## config.mk

```make
export PLATFORM = sky130hd
export DESIGN_NAME = pcm_voice_port
export DESIGN_NICKNAME = d
export VERILOG_FILES = /design/src/rtl/pcm_vp_pkg.sv /design/src/rtl/pcm_vp_clkgen.sv /design/src/rtl/pcm_vp_pinsync.sv /design/src/rtl/pcm_vp_frame.sv /design/src/rtl/pcm_voice_port.sv
export SDC_FILE = /design/constraint.sdc
export NUM_CORES = 1
export LEC_CHECK = 0
export BUFFER_PORTS_ARGS = -buffer_cell sky130_fd_sc_hd__buf_2
export CAP_MARGIN = 5
export CORE_ASPECT_RATIO = 0.7
export CORE_MARGIN = 3
export CORE_UTILIZATION = 25
export CTS_BUF_LIST = sky130_fd_sc_hd__clkbuf_8 sky130_fd_sc_hd__clkbuf_16
export DETAILED_ROUTE_END_ITERATION = 7
export PLACE_DENSITY_LB_ADDON = 0.15
export SLEW_MARGIN = 20
export SYNTH_ARGS = -nofsm -noshare
export SYNTH_HDL_FRONTEND = slang
export SYNTH_SLANG_ARGS = --single-unit
```

## constraint.sdc

```tcl
create_clock -name clk -period 4.17 [get_ports clk]
set_input_delay 0.6255 -clock clk [delete_from_list [all_inputs] [get_ports clk]]
set_output_delay 0.6255 -clock clk [all_outputs]
set_load 0.03 [all_outputs]
```

## src/rtl/pcm_vp_pkg.sv

```systemverilog
package pcm_vp_pkg;

    localparam int WORD_W = 16;
    localparam int BIT_W  = $clog2(WORD_W);

    typedef enum logic [1:0] {
        FS_NONE0 = 2'b00,
        FS_SHORT = 2'b01,
        FS_LONG  = 2'b10,
        FS_NONE3 = 2'b11
    } fs_mode_e;

    // Line events seen in the logical (polarity-removed) domain
    typedef struct packed {
        logic rise;
        logic fall;
        logic fs;
    } line_ev_t;

    function automatic logic mode_ok(fs_mode_e m);
        return (m == FS_SHORT) || (m == FS_LONG);
    endfunction

    function automatic int first_slot(fs_mode_e m);
        return (m == FS_SHORT) ? 1 : 0;
    endfunction

    function automatic logic in_data(fs_mode_e m, int s);
        return mode_ok(m) && (s >= first_slot(m)) && (s < first_slot(m) + WORD_W);
    endfunction

    // Bit of the word carried in slot s (MSB first)
    function automatic int bit_pos(fs_mode_e m, int s);
        return WORD_W - 1 - (s - first_slot(m));
    endfunction

endpackage

```

## src/rtl/pcm_vp_clkgen.sv

```systemverilog
module pcm_vp_clkgen
    import pcm_vp_pkg::*;
#(
    parameter int DIV_W      = 8,
    parameter int FRAME_BITS = 32
) (
    input  logic             clk,
    input  logic             rst,
    input  logic             en,
    input  fs_mode_e         mode,
    input  logic [DIV_W-1:0] half_div,
    output logic             bk,
    output logic             fs
);
    localparam int GS_W = $clog2(FRAME_BITS);

    logic [DIV_W-1:0] dcnt;
    logic [GS_W-1:0]  gslot;
    logic [GS_W-1:0]  gnext;
    logic             fs_next;

    always_comb begin
        gnext = (gslot == GS_W'(FRAME_BITS - 1)) ? '0 : gslot + GS_W'(1);
        unique case (mode)
            FS_SHORT: fs_next = (gnext == '0);
            FS_LONG:  fs_next = (int'(gnext) < WORD_W);
            default:  fs_next = 1'b0;
        endcase
    end

    always_ff @(posedge clk) begin
        if (rst || !en) begin
            dcnt  <= '0;
            bk    <= 1'b0;
            fs    <= 1'b0;
            gslot <= GS_W'(FRAME_BITS - 1);
        end else if (dcnt == half_div) begin
            dcnt <= '0;
            bk   <= ~bk;
            if (bk) begin
                gslot <= gnext;
                fs    <= fs_next;
            end
        end else begin
            dcnt <= dcnt + DIV_W'(1);
        end
    end

    // Frame sync only moves together with a falling bit clock
    assert_fs_on_fall_R6: assert property (@(posedge clk) disable iff (rst)
        (en && $past(en) && (fs != $past(fs))) |-> ($past(bk) && !bk));

endmodule

```

## src/rtl/pcm_vp_pinsync.sv

```systemverilog
module pcm_vp_pinsync
    import pcm_vp_pkg::*;
(
    input  logic     clk,
    input  logic     rst,
    input  logic     master,
    input  logic     gen_bk,
    input  logic     gen_fs,
    input  logic     bclk_in,
    input  logic     fs_in,
    input  logic     bclk_inv,
    input  logic     fs_inv,
    output line_ev_t ev
);
    logic bk_s, bk_q, fs_s;

    always_ff @(posedge clk) begin
        if (rst) begin
            bk_s <= 1'b0;
            bk_q <= 1'b0;
            fs_s <= 1'b0;
        end else begin
            bk_s <= master ? gen_bk : (bclk_in ^ bclk_inv);
            fs_s <= master ? gen_fs : (fs_in ^ fs_inv);
            bk_q <= bk_s;
        end
    end

    always_comb begin
        ev.rise = bk_s & ~bk_q;
        ev.fall = ~bk_s & bk_q;
        ev.fs   = fs_s;
    end

endmodule

```

## src/rtl/pcm_vp_frame.sv

```systemverilog
module pcm_vp_frame
    import pcm_vp_pkg::*;
#(
    parameter int SLOT_W = 6
) (
    input  logic              clk,
    input  logic              rst,
    input  logic              en,
    input  fs_mode_e          mode,
    input  line_ev_t          ev,
    input  logic [WORD_W-1:0] tx_word,
    input  logic              tx_load,
    input  logic              sd_in,
    output logic              sd_out,
    output logic              sd_oe,
    output logic [WORD_W-1:0] rx_word,
    output logic              rx_valid
);
    localparam logic [SLOT_W-1:0] SLOT_IDLE = '1;

    logic [SLOT_W-1:0] slot, nslot;
    logic              fs_prev, start;
    logic [WORD_W-1:0] tx_hold, tx_cur, word_now, rx_sh;

    always_comb begin
        start    = ev.fall && ev.fs && !fs_prev && mode_ok(mode);
        nslot    = start ? '0 : ((slot == SLOT_IDLE) ? SLOT_IDLE : slot + SLOT_W'(1));
        word_now = start ? tx_hold : tx_cur;
    end

    always_ff @(posedge clk) begin
        if (rst) begin
            slot     <= SLOT_IDLE;
            fs_prev  <= 1'b0;
            tx_hold  <= '0;
            tx_cur   <= '0;
            rx_sh    <= '0;
            rx_word  <= '0;
            rx_valid <= 1'b0;
            sd_out   <= 1'b0;
            sd_oe    <= 1'b0;
        end else begin
            rx_valid <= 1'b0;
            if (tx_load) tx_hold <= tx_word;
            if (!en) begin
                slot    <= SLOT_IDLE;
                fs_prev <= 1'b0;
                sd_out  <= 1'b0;
                sd_oe   <= 1'b0;
            end else begin
                if (ev.fall) begin
                    fs_prev <= ev.fs;
                    slot    <= nslot;
                    if (start) tx_cur <= tx_hold;
                    if (in_data(mode, int'(nslot))) begin
                        sd_oe  <= 1'b1;
                        sd_out <= word_now[BIT_W'(bit_pos(mode, int'(nslot)))];
                    end else begin
                        sd_oe  <= 1'b0;
                        sd_out <= 1'b0;
                    end
                end
                if (ev.rise && in_data(mode, int'(slot))) begin
                    rx_sh <= {rx_sh[WORD_W-2:0], sd_in};
                    if (bit_pos(mode, int'(slot)) == 0) begin
                        rx_word  <= {rx_sh[WORD_W-2:0], sd_in};
                        rx_valid <= 1'b1;
                    end
                end
            end
        end
    end

    assert_oe_gated_R11: assert property (@(posedge clk) disable iff (rst)
        sd_oe |-> ($past(en) && mode_ok(fs_mode_e'($past(mode)))));

    assert_valid_single_R5: assert property (@(posedge clk) disable iff (rst)
        rx_valid |=> !rx_valid);

    assert_valid_after_rise_R5: assert property (@(posedge clk) disable iff (rst)
        rx_valid |-> $past(ev.rise));

    assert_drive_on_fall_R8: assert property (@(posedge clk) disable iff (rst)
        (en && !ev.fall) |=> ($stable(sd_out) && $stable(sd_oe)));

endmodule

```

## src/rtl/pcm_voice_port.sv

```systemverilog
module pcm_voice_port
    import pcm_vp_pkg::*;
#(
    parameter int DIV_W      = 8,
    parameter int FRAME_BITS = 32
) (
    input  logic              clk,
    input  logic              rst,
    input  logic              cfg_master,
    input  logic [1:0]        cfg_fs_mode,
    input  logic              cfg_fs_inv,
    input  logic              cfg_bclk_inv,
    input  logic              cfg_clk_en,
    input  logic              cfg_data_en,
    input  logic [DIV_W-1:0]  cfg_half_div,
    input  logic              bclk_in,
    input  logic              fs_in,
    output logic              bclk_out,
    output logic              fs_out,
    input  logic [WORD_W-1:0] tx_word,
    input  logic              tx_load,
    output logic [WORD_W-1:0] rx_word,
    output logic              rx_valid,
    input  logic              sd_in,
    output logic              sd_out,
    output logic              sd_oe
);
    localparam int SLOT_W = $clog2(FRAME_BITS) + 1;

    fs_mode_e mode;
    logic     gen_bk, gen_fs;
    line_ev_t ev;

    assign mode = fs_mode_e'(cfg_fs_mode);

    pcm_vp_clkgen #(.DIV_W(DIV_W), .FRAME_BITS(FRAME_BITS)) u_clkgen (
        .clk      (clk),
        .rst      (rst),
        .en       (cfg_master & cfg_clk_en),
        .mode     (mode),
        .half_div (cfg_half_div),
        .bk       (gen_bk),
        .fs       (gen_fs)
    );

    pcm_vp_pinsync u_pins (
        .clk      (clk),
        .rst      (rst),
        .master   (cfg_master),
        .gen_bk   (gen_bk),
        .gen_fs   (gen_fs),
        .bclk_in  (bclk_in),
        .fs_in    (fs_in),
        .bclk_inv (cfg_bclk_inv),
        .fs_inv   (cfg_fs_inv),
        .ev       (ev)
    );

    pcm_vp_frame #(.SLOT_W(SLOT_W)) u_frame (
        .clk      (clk),
        .rst      (rst),
        .en       (cfg_data_en),
        .mode     (mode),
        .ev       (ev),
        .tx_word  (tx_word),
        .tx_load  (tx_load),
        .sd_in    (sd_in),
        .sd_out   (sd_out),
        .sd_oe    (sd_oe),
        .rx_word  (rx_word),
        .rx_valid (rx_valid)
    );

    assign bclk_out = cfg_master ? (gen_bk ^ cfg_bclk_inv) : 1'b0;
    assign fs_out   = cfg_master ? (gen_fs ^ cfg_fs_inv)   : 1'b0;

endmodule

```

# Word-level counts from Yosys, hierarchy flattened
# Index checks and enable logic that the tools add are counted.
[classes]
add_sub_neg = 8
magnitude_cmp = 6
eq_ne = 5
mux = 16
bitwise_logic = 12
reduce_logical = 21
[ops]
columns = ["operator", "n"]
rows = [
  ["$lt 7x32->1", 2],
  ["$add 32x6->32 const B", 1],
  ["$ge 7x32->1", 1],
  ["$logic_not 32->1", 1],
  ["$sub 5x32->32 const A", 1],
  ["$sub 7x32->32", 1],
  ["$mux 16", 1],
  ["$mux 6", 2],
  ["$mux 1", 10],
  ["$add 8x1->8 const B", 1],
  ["$eq 8x8->1", 1],
  ["$logic_and 1x1->1", 8],
  ["$add 6x1->6 const B", 1],
  ["$eq 6x6->1 const B", 1],
  ["$ge 6x1->1", 1],
  ["$lt 4x6->1 const B", 1],
  ["$reduce_and 2->1", 3],
  ["$add 5x1->5 const B", 1],
  ["$eq 5x5->1 const B", 1],
  ["$logic_not 5->1", 1],
  ["$lt 5x5->1 const B", 1],
  ["$mux 5", 1],
  ["$not 1->1", 5],
  ["$bmux 1 s4", 1],
  ["12 further kinds", 20],
]
[word_totals]
ff_bits = 91
inputBits = 37

# Longest topological paths before layout
# Gate-level depths: netlist (run 1).
[logic_depth]
ltp_word = 12
mapped_depth = 14
ltp_nobuf = 12

# Cells and area by module
# From an unflattened synthesis (run 1), not the netlist that was laid out.
[hier_totals]
cells_unflattened = 462
area_unflattened_um2 = 4310.4
[modules_own_cells]
columns = ["mod", "instances", "cells_per_inst", "area_each_um2", "seq_area_each_um2"]
rows = [
  ["pcm_vp_frame", 1, 348, 3294.4, 1461.4],
  ["pcm_vp_clkgen", 1, 95, 844.6, 300.3],
  ["pcm_vp_pinsync", 1, 14, 135.1, 60.1],
  ["pcm_voice_port", 1, 5, 36.3, 0.0],
]

# Least setup slack after synthesis (run 1)
# OpenSTA, ideal clock, no wires.
[synth_timing]
path_type = "input to register"
startpoint = "input port cfg_fs_mode[0]"
endpoint = "register u_frame.sd_out"
setup_time_ns = 0.117
t_arrival_ns = 2.990
required_time_ns = 4.053
path_slack_ns = 1.063
stages = 12
path_cell_list = "inv_1 -> ha_1 -> or2_1 -> buf_6 -> nand2_1 -> ha_1 -> buf_2 -> mux4_1 -> and3_1 -> a211oi_1 -> o21ba_2 -> o21ai_1"
[synth_between]
elab_chain_len = 10
[synth_lines]
columns = ["item", "line", "source"]
rows = [
  ["start, declared", "pcm_voice_port.sv:10", "input logic [1:0] cfg_fs_mode,"],
  ["branches (longest 9 deep; another with $add 32x6->32)", "--", ""],
  ["$mux 1 *", "pcm_vp_frame.sv:55", "if (in_data(mode, int'(nslot))) begin"],
  ["end signal, assigned", "pcm_vp_frame.sv:57", "sd_out <= word_now[BIT_W'(bit_pos(mode, int'(nslot)))];"],
  ["end, declared", "pcm_vp_frame.sv:14", "output logic sd_out,"],
]
# Mark *: on every way between the ends. The select of a mux whose other input is x is not followed.
# A chain may end at the register's enable or synchronous reset.

# Worst setup path in the final report (run 1)
[layout_timing]
startpoint = "register u_frame.slot[0]"
endpoint = "register u_frame.sd_out"
[layout_between]
elab_chain_len = 9
[layout_lines]
columns = ["item", "line", "source"]
rows = [
  ["start, declared", "pcm_vp_frame.sv:21", "logic [SLOT_W-1:0] slot, nslot;"],
  ["start signal, assigned", "pcm_vp_frame.sv:53", "slot <= nslot;"],
  ["$add 6x1->6 / $eq 6x6->1 (equally long branches)", "pcm_vp_frame.sv:27", "nslot = start ? '0 : ((slot == SLOT_IDLE) ? SLOT_IDLE : slot + SLOT_W'(1));"],
  ["$mux 6 * (2 in series)", "pcm_vp_frame.sv:27", ""],
  ["$sub 4x4->4", "pcm_vp_pkg.sv:34", "return WORD_W - 1 - (s - first_slot(m));"],
  ["$sub 1x4->4", "pcm_vp_pkg.sv:34", ""],
  ["$bmux 1 s4", "pcm_vp_frame.sv:57", ""],
  ["$mux 1 (implied by the code) (2 in series)", "pcm_vp_frame.sv:57", ""],
  ["$mux 1 *", "pcm_vp_frame.sv:55", ""],
]
# Mark *: on every way between the ends. The rest lies on a longest branch, timed or not. The select of a mux whose other input is x is not followed.

==> results of run 1 <==
==> worst paths after layout <==
kind                                      from                           end  slack [ps]  cells after the start
setup / recovery  u_frame.slot[0]$_SDFFE_PP1N_   u_frame.sd_out$_SDFFE_PP0N_        1030                     10
hold / removal    u_frame.fs_prev$_SDFFE_PP0N_  u_frame.fs_prev$_SDFFE_PP0N_         470                      2
setup reg to reg  u_frame.slot[0]$_SDFFE_PP1N_   u_frame.sd_out$_SDFFE_PP0N_        1030                     10
hold reg to reg   u_frame.fs_prev$_SDFFE_PP0N_  u_frame.fs_prev$_SDFFE_PP0N_         470                      2
==> flip-flops by register name (all words and copies together), names as in the netlist, 5 cells and up <==
name	cells
u_frame.slot	6
u_frame.rx_word	16
u_clkgen.gslot	5
u_frame.tx_cur	16
u_frame.rx_sh	15
u_frame.tx_hold	16
u_clkgen.dcnt	8
==> layout by cell type, fill, tap and decap left out, types with 2 or more instances in the layout <==
cell type,synthesis,layout
o21ai_1,3,3
or4_1,3,3
nand2b_1,6,6
dfxtp_1,91,91
clkbuf_16,0,9
xor2_1,10,10
inv_6,0,4
o22a_1,4,4
buf_4,3,6
nor3_1,2,2
nor2_1,89,89
a21oi_1,7,7
inv_1,7,8
ha_1,12,12
a211o_1,2,2
a211oi_1,4,4
mux4_2,5,5
mux4_1,2,2
or2_1,2,2
or2_2,2,2
nand4_1,3,3
nor2b_1,8,8
o211ai_1,5,5
and2_1,2,2
xnor2_1,14,14
nand2_1,20,20
nand3_1,13,13
mux2_2,2,2
o21ai_0,2,2
and3_1,5,5
buf_2,2,57
or3_1,2,2
mux2i_1,65,65
==> cell type report <==
cell class              instances  share of cell area, %
clock buffers                   9                  4.464
clock inverters                 7                  1.463
flip-flops and latches         91                  36.11
well taps                     225                  5.580
repair buffers                 63                  6.548
multi-input cells             313                  45.31
inverters                       7                 0.5208
==> power by group through the flow <==
stage	combinational, mW	clock (mW)	sequential, mW
floorplan	0.0826	0	0.908
global placement	0.121	0	0.913
detailed placement	0.122	0	0.913
CTS	0.123	0.862	0.893
global route	0.135	0.894	0.895
finish	0.121	0.825	0.893
==> metrics by stage <==
step | hold slack, ps | area (um2)
after global routing | 492.2 | 5045
after CTS | 471.2 | 5045
after detailed placement | 460.1 | 4746
after global placement | 456.1 | 4746
after floorplan | 436.3 | 4233
final | 468.2 | 5045
==> cell families (layout without fill, tap and decap cells) <==
group                    count (synthesis)  count (layout)  share of synthesized area (%)
AO/OA/AOI/OAI                           38              38                          6.799
buffers and inverters                   28              86                          3.163
multiplexers                            74              74                          19.80
XOR/XNOR                                24              24                          4.966
adder cells (fa/ha/maj)                 12              12                          3.547
AND/OR/NAND/NOR                        165             165                          18.68
flip-flops                              91              91                          43.04
==> worst max-delay path, delay by kind of cell, from the launching register on <==
| kind | cells | cell delay [ps] |
|---|---|---|
| adder cells (fa/ha/maj) | 2 | 930 |
| flip-flops | 1 | 510 |
| multiplexers | 1 | 600 |
| AO/OA/AOI/OAI | 3 | 430 |
| AND/OR/NAND/NOR | 4 | 560 |
==> metal layers <==
| metal | GRT usage, % | share of wire [%] | up-vias |
|---|---|---|---|
| met5 | 0 | 0 | - |
| met4 | 4.183 | 1.7 | 0 |
| met3 | 3.673 | 5.1 | 9 |
| met2 | 14.69 | 41 | 59 |
| met1 | 15.51 | 53 | 1461 |
| li1 | - | - | 1602 |
==> flow_summary.json, run 1 <==
{
  "status": "completed",
  "diodes": 0,
  "tightest_slew_ps": 682.9,
  "syn-num-nets": 481,
  "crit_slowest_cell": "mux4_1",
  "gp_congestion": 0.8074,
  "p_switching_uw": 434.2,
  "finalPower_mw": 1.838,
  "htreeDepth": 3,
  "cts_buffer_depth": 2,
  "pin_count": 58,
  "worstPathArrival_ps": 3380,
  "place_ws_ps": 904.1,
  "yosys.area.top_type": "dfxtp_1",
  "ys.warnings.count": 0,
  "antenna_found_initial": 0,
  "drt-pass1-iter-count": 4,
  "synth.most_common_cell": "dfxtp_1",
  "grt_pass1_wl_um": 15790,
  "slowest_delay_ps": 600,
  "dpl.hpwl_um": 7027,
  "cp-start-kind": "flip-flop",
  "crit_type": "reg -> reg",
  "ant_nets": 0,
  "start_util_pct": 25.74,
  "timing_hold_violations_final": 0,
  "cts-resized-gates": 0,
  "drcViolationCount": 0,
  "synth-main-ff-cell": "dfxtp_1",
  "pwr-share-seq_pct": 48.6,
  "setup_viol": 0,
  "finClkSkew_ps": 10.76,
  "fin_cells": 715,
  "area.growth.synth_to_final_pct": 19.18,
  "post_drt_wl_per_cell_um": 13.29,
  "rows": 39,
  "via_per_inst": 4.379,
  "drv_slew": 0,
  "timing.final.crit_share_pct": 75.36,
  "p_int_mw": 1.404,
  "async_flop_share_pct": 0,
  "cts_buffers": 9,
  "core_um2": 16440,
  "postCtsHoldBufs": 0,
  "ys_ff_latch": 91,
  "gr-usage-all-layers_pct": 10.77,
  "drv_cap": 0,
  "synth_edf_count": 0,
  "first_global_vias": 2991,
  "setup_tns_ps": 0,
  "syn_inst": 432,
  "multi_input_area_um2": 2286,
  "overflow": 0,
  "p_clk_share_pct": 44.9,
  "syn-cell-area_um2": 4233,
  "final_core_util_pct": 30.68,
  "fmax_mhz": 318.2,
  "yosysUniqueCellTypes": 53,
  "endpoint_kind": "flip-flop",
  "synthTopCellsByCount": "91 x dfxtp_1, 89 x nor2_1, 65 x mux2i_1",
  "routed_wl_um": 9500,
  "cts_root_buf": "clkbuf_16",
  "worstHoldPathType": "reg -> reg",
  "peakVddDrop_uv": 185.6,
  "fin_crit_ps": 3143,
  "fin_ws_ps": 1027,
  "die_w_um": 161.5,
  "p_leak_nw": 2.218,
  "drt_iter0_drc": 209,
  "synth.area.top_cells": "dfxtp_1 43%, mux2i_1 15%, nor2_1 7.9%",
  "slew-limit-headroom_pct": 54.47,
  "port_buffers": 57,
  "rsz0062_at_grt": "no",
  "post_cts_buffers": 0,
  "switching_share_pct": 23.62,
  "tritoncts": "done",
  "synth_top_cell_area_share_pct": 43.04,
  "cts.sinks": 91,
  "register_area_um2": 1822,
  "die_area_um2": 18550,
  "worstPathCellList": "ha_1 > nand3_1 > nand2_1 > nand2_1 > ha_1 > mux4_1 > and3_1 > a211oi_1 > o21ba_2 > o21ai_1",
  "clkLatencyLatePin_ps": 350,
  "fill_cells": 1706,
  "worst-path-max-fanout": 11,
  "powerDensity_nw_per_um2": 364.4,
  "vias": 3131,
  "clkTransAtPathRegs_ps": 70,
  "place_inst": 699,
  "combinationalPowerShare_pct": 6.6,
  "yosysSeqAreaShare_pct": 43.04,
  "dieHeight_um": 114.9,
  "nets": 534,
  "drive_gt1_share_pct": 20.00,
  "grt_max_degree": 37,
  "synth_area_per_cell_um2": 9.798,
  "critPathRequiredTime_ps": 4410
}
Note: power is estimated with default switching activity, not from simulation.
==> inputs of run 2 (changes only) <==
ABC_AREA = 1   (was default)
clock period = 2.9 ns   (was 4.17 ns; I/O delays follow)
==> flow_summary.json, run 2 <==
{
  "top_usage_layer": "met2",
  "fin_crit_ps": 2413,
  "grt_pass1_wl_um": 18830,
  "critPathRequiredTime_ps": 3140,
  "dieHeight_um": 118.1,
  "synthTopCellsByCount": "102 x inv_1, 91 x dfxtp_1, 67 x o21ai_0",
  "cts_buffer_depth": 2,
  "synth_top_cell_area_share_pct": 40.60,
  "yosysUniqueCellTypes": 40,
  "combinationalPowerShare_pct": 9.0,
  "yosys.area.top_type": "dfxtp_1",
  "grt_max_degree": 42,
  "p_int_mw": 2.038,
  "powerDensity_nw_per_um2": 517.9,
  "use_met3_pct": 4.532,
  "fill_cells": 1858,
  "vias": 3938,
  "drv_slew": 0,
  "synth.area.top_cells": "dfxtp_1 41%, inv_1 8.5%, o21ai_0 7.5%",
  "drt-pass1-iter-count": 4,
  "gp_congestion": 0.7855,
  "htreeDepth": 3,
  "routed_wl_um": 11320,
  "ys.warnings.count": 0,
  "first_global_vias": 3637,
  "post_drt_wl_per_cell_um": 12.64,
  "yosysSeqAreaShare_pct": 40.60,
  "gr-usage-all-layers_pct": 11.83,
  "slew-limit-headroom_pct": 43.22,
  "die_w_um": 166.1,
  "drv_cap": 0,
  "peakVddDrop_uv": 222.2,
  "drt_iter0_drc": 205,
  "final_cell_mix": "103 x inv_1, 91 x dfxtp_1, 67 x o21ai_0",
  "finalPower_mw": 2.746,
  "via_per_inst": 4.400,
  "diodes": 0,
  "r2r-start": "u_frame.slot[0]$_SDFFE_PP1N_",
  "rows": 40,
  "status": "completed",
  "p_leak_nw": 2.426,
  "synth_edf_count": 0,
  "post_cts_buffers": 0,
  "ys_ff_latch": 91,
  "p_switching_uw": 708.2,
  "pwr-share-seq_pct": 46.8,
  "switching_share_pct": 25.79,
  "synth-main-ff-cell": "dfxtp_1",
  "die_area_um2": 19620,
  "tritoncts": "done",
  "drive_gt1_share_pct": 17.32,
  "ant_nets": 0,
  "p_clk_share_pct": 44.2,
  "cts-resized-gates": 0,
  "setup_viol": 0,
  "syn_inst": 608,
  "place_inst": 879,
  "area.growth.synth_to_final_pct": 18.18,
  "postCtsHoldBufs": 0,
  "worstReg2RegEnd": "u_frame.sd_oe$_SDFFE_PP0N_",
  "timing.final.crit_share_pct": 83.22,
  "antenna_found_initial": 0,
  "cp-start-kind": "primary input",
  "syn-cell-area_um2": 4487,
  "cts.sinks": 91,
  "port_buffers": 57,
  "cts_root_buf": "clkbuf_16",
  "cts_buffers": 9,
  "fin_ws_ps": 486.6,
  "setup_tns_ps": 0,
  "drcViolationCount": 0,
  "r2r_cells": 10,
  "worst-path-max-fanout": 13,
  "timing_hold_violations_final": 0,
  "place_ws_ps": 112.2,
  "syn-num-nets": 657,
  "fmax_mhz": 414.3,
  "grt.met1_usage_pct": 16.77,
  "tightest_slew_ps": 850.8,
  "overflow": 0,
  "start_util_pct": 25.84,
  "mostFrequentLayoutCell": "inv_1",
  "nets": 708,
  "core_um2": 17370,
  "use_met2_pct": 17.17,
  "dpl.hpwl_um": 8428,
  "clkTransAtPathRegs_ps": 70,
  "finish.instance_area_um2": 5303,
  "worstHoldPathType": "in -> reg",
  "reg2reg_slack_ps": 530,
  "place_area_um2": 5002,
  "worstSetupEndpoint": "u_frame.rx_word[0]$_SDFFE_PP0P_",
  "fin_cells": 895,
  "worstPathArrival_ps": 2650,
  "synth_area_per_cell_um2": 7.380,
  "clkLatencyLatePin_ps": 350,
  "crit_type": "in -> reg",
  "endpoint_kind": "flip-flop",
  "async_flop_share_pct": 0,
  "synth.most_common_cell": "inv_1",
  "cp-startpoint": "cfg_fs_mode[1]",
  "finClkSkew_ps": 9.619,
  "rsz0062_at_grt": "no",
  "pin_count": 58,
  "top_regs": "u_frame.rx_word x16, u_frame.tx_cur x16, u_frame.tx_hold x16"
}
## run 2: changes by cell type after synthesis, sizes merged, moves of 8 or more
cell	previous run	this run
nor2	90	37
nand4	3	21
and2	3	15
o21ai	6	79
inv	7	106
xnor2	14	6
nand2	20	65
a21oi	8	64
nand3	14	58
mux2i	65	0
nor2b	8	0
## run 2: logic make-up after synthesis
kind of cell,Yosys count,share of synthesized area (%)
flip-flops,91,40.60
AO/OA/AOI/OAI,150,18.21
buffers and inverters,136,12.19
XOR/XNOR,12,2.342
AND/OR/NAND/NOR,207,23.31
adder cells (fa/ha/maj),12,3.346
## run 2: layer usage
metal  up-vias  routed length (um)
met5         -                   0
met4         0                  89
met3         6                 616
met2        55                4635
met1      1783                5974
li1       2094                   -
## run 2: area by class of cell
type | count | area [um2] | share of cell area [%]
Clock inverter | 7 | 75.07 | 1.416
Inverter | 108 | 405.4 | 7.645
Timing Repair Buffer | 68 | 367.9 | 6.937
Tap cell | 231 | 289.0 | 5.451
Multi-Input combinational cell | 381 | 2118 | 39.95
Sequential cell | 91 | 1822 | 34.36
Clock buffer | 9 | 225.2 | 4.247
## run 2: power by group through the flow
stage	registers (mW)	clock network, mW	logic (mW)
floorplan	1.31	0	0.163
global placement	1.31	0	0.244
detailed placement	1.31	0	0.249
CTS	1.29	1.25	0.251
global route	1.29	1.29	0.282
finish	1.29	1.21	0.247
## run 2: worst max-delay path: stages
cell	delay, ps
buf_2	110
inv_1	70
ha_1	230
nand2_1	90
inv_2	60
nand3_2	70
nor2_2	120
inv_2	50
nand2_2	90
ha_1	250
nor2_1	90
nand4_1	70
nor3_1	200
nand3_2	170
nor2_8	180
inv_2	140
o21ai_0	170
nor2_1	50
## run 2: stage by stage
| step | utilization, % | hold WS [ps] |
|---|---|---|
| 6_report | 30.53 | 366.5 |
| 4_1_cts | 30.53 | 350.4 |
| 5_1_grt | 30.53 | 359.0 |
| 3_3_place_gp | 28.80 | 451.2 |
| 2_1_floorplan | - | 429.7 |
| 3_5_place_dp | 28.80 | 455.5 |
## run 2: how the worst min path moves through the flow
stage / startpoint / cells after the start / to / slack, ps
2_1_floorplan: u_clkgen.dcnt[0]$_SDFF_PP0_ / 1 / u_clkgen.dcnt[0]$_SDFF_PP0_ / 430
3_3_place_gp: u_clkgen.dcnt[0]$_SDFF_PP0_ / 1 / u_clkgen.dcnt[0]$_SDFF_PP0_ / 450
3_5_place_dp: u_frame.tx_hold[7]$_SDFFE_PP0P_ / 2 / u_frame.tx_hold[7]$_SDFFE_PP0P_ / 460
4_1_cts: tx_word[0] / 3 / u_frame.tx_hold[0]$_SDFFE_PP0P_ / 350
5_1_grt: tx_word[0] / 3 / u_frame.tx_hold[0]$_SDFFE_PP0P_ / 360
6_report: tx_word[10] / 3 / u_frame.tx_hold[10]$_SDFFE_PP0P_ / 370
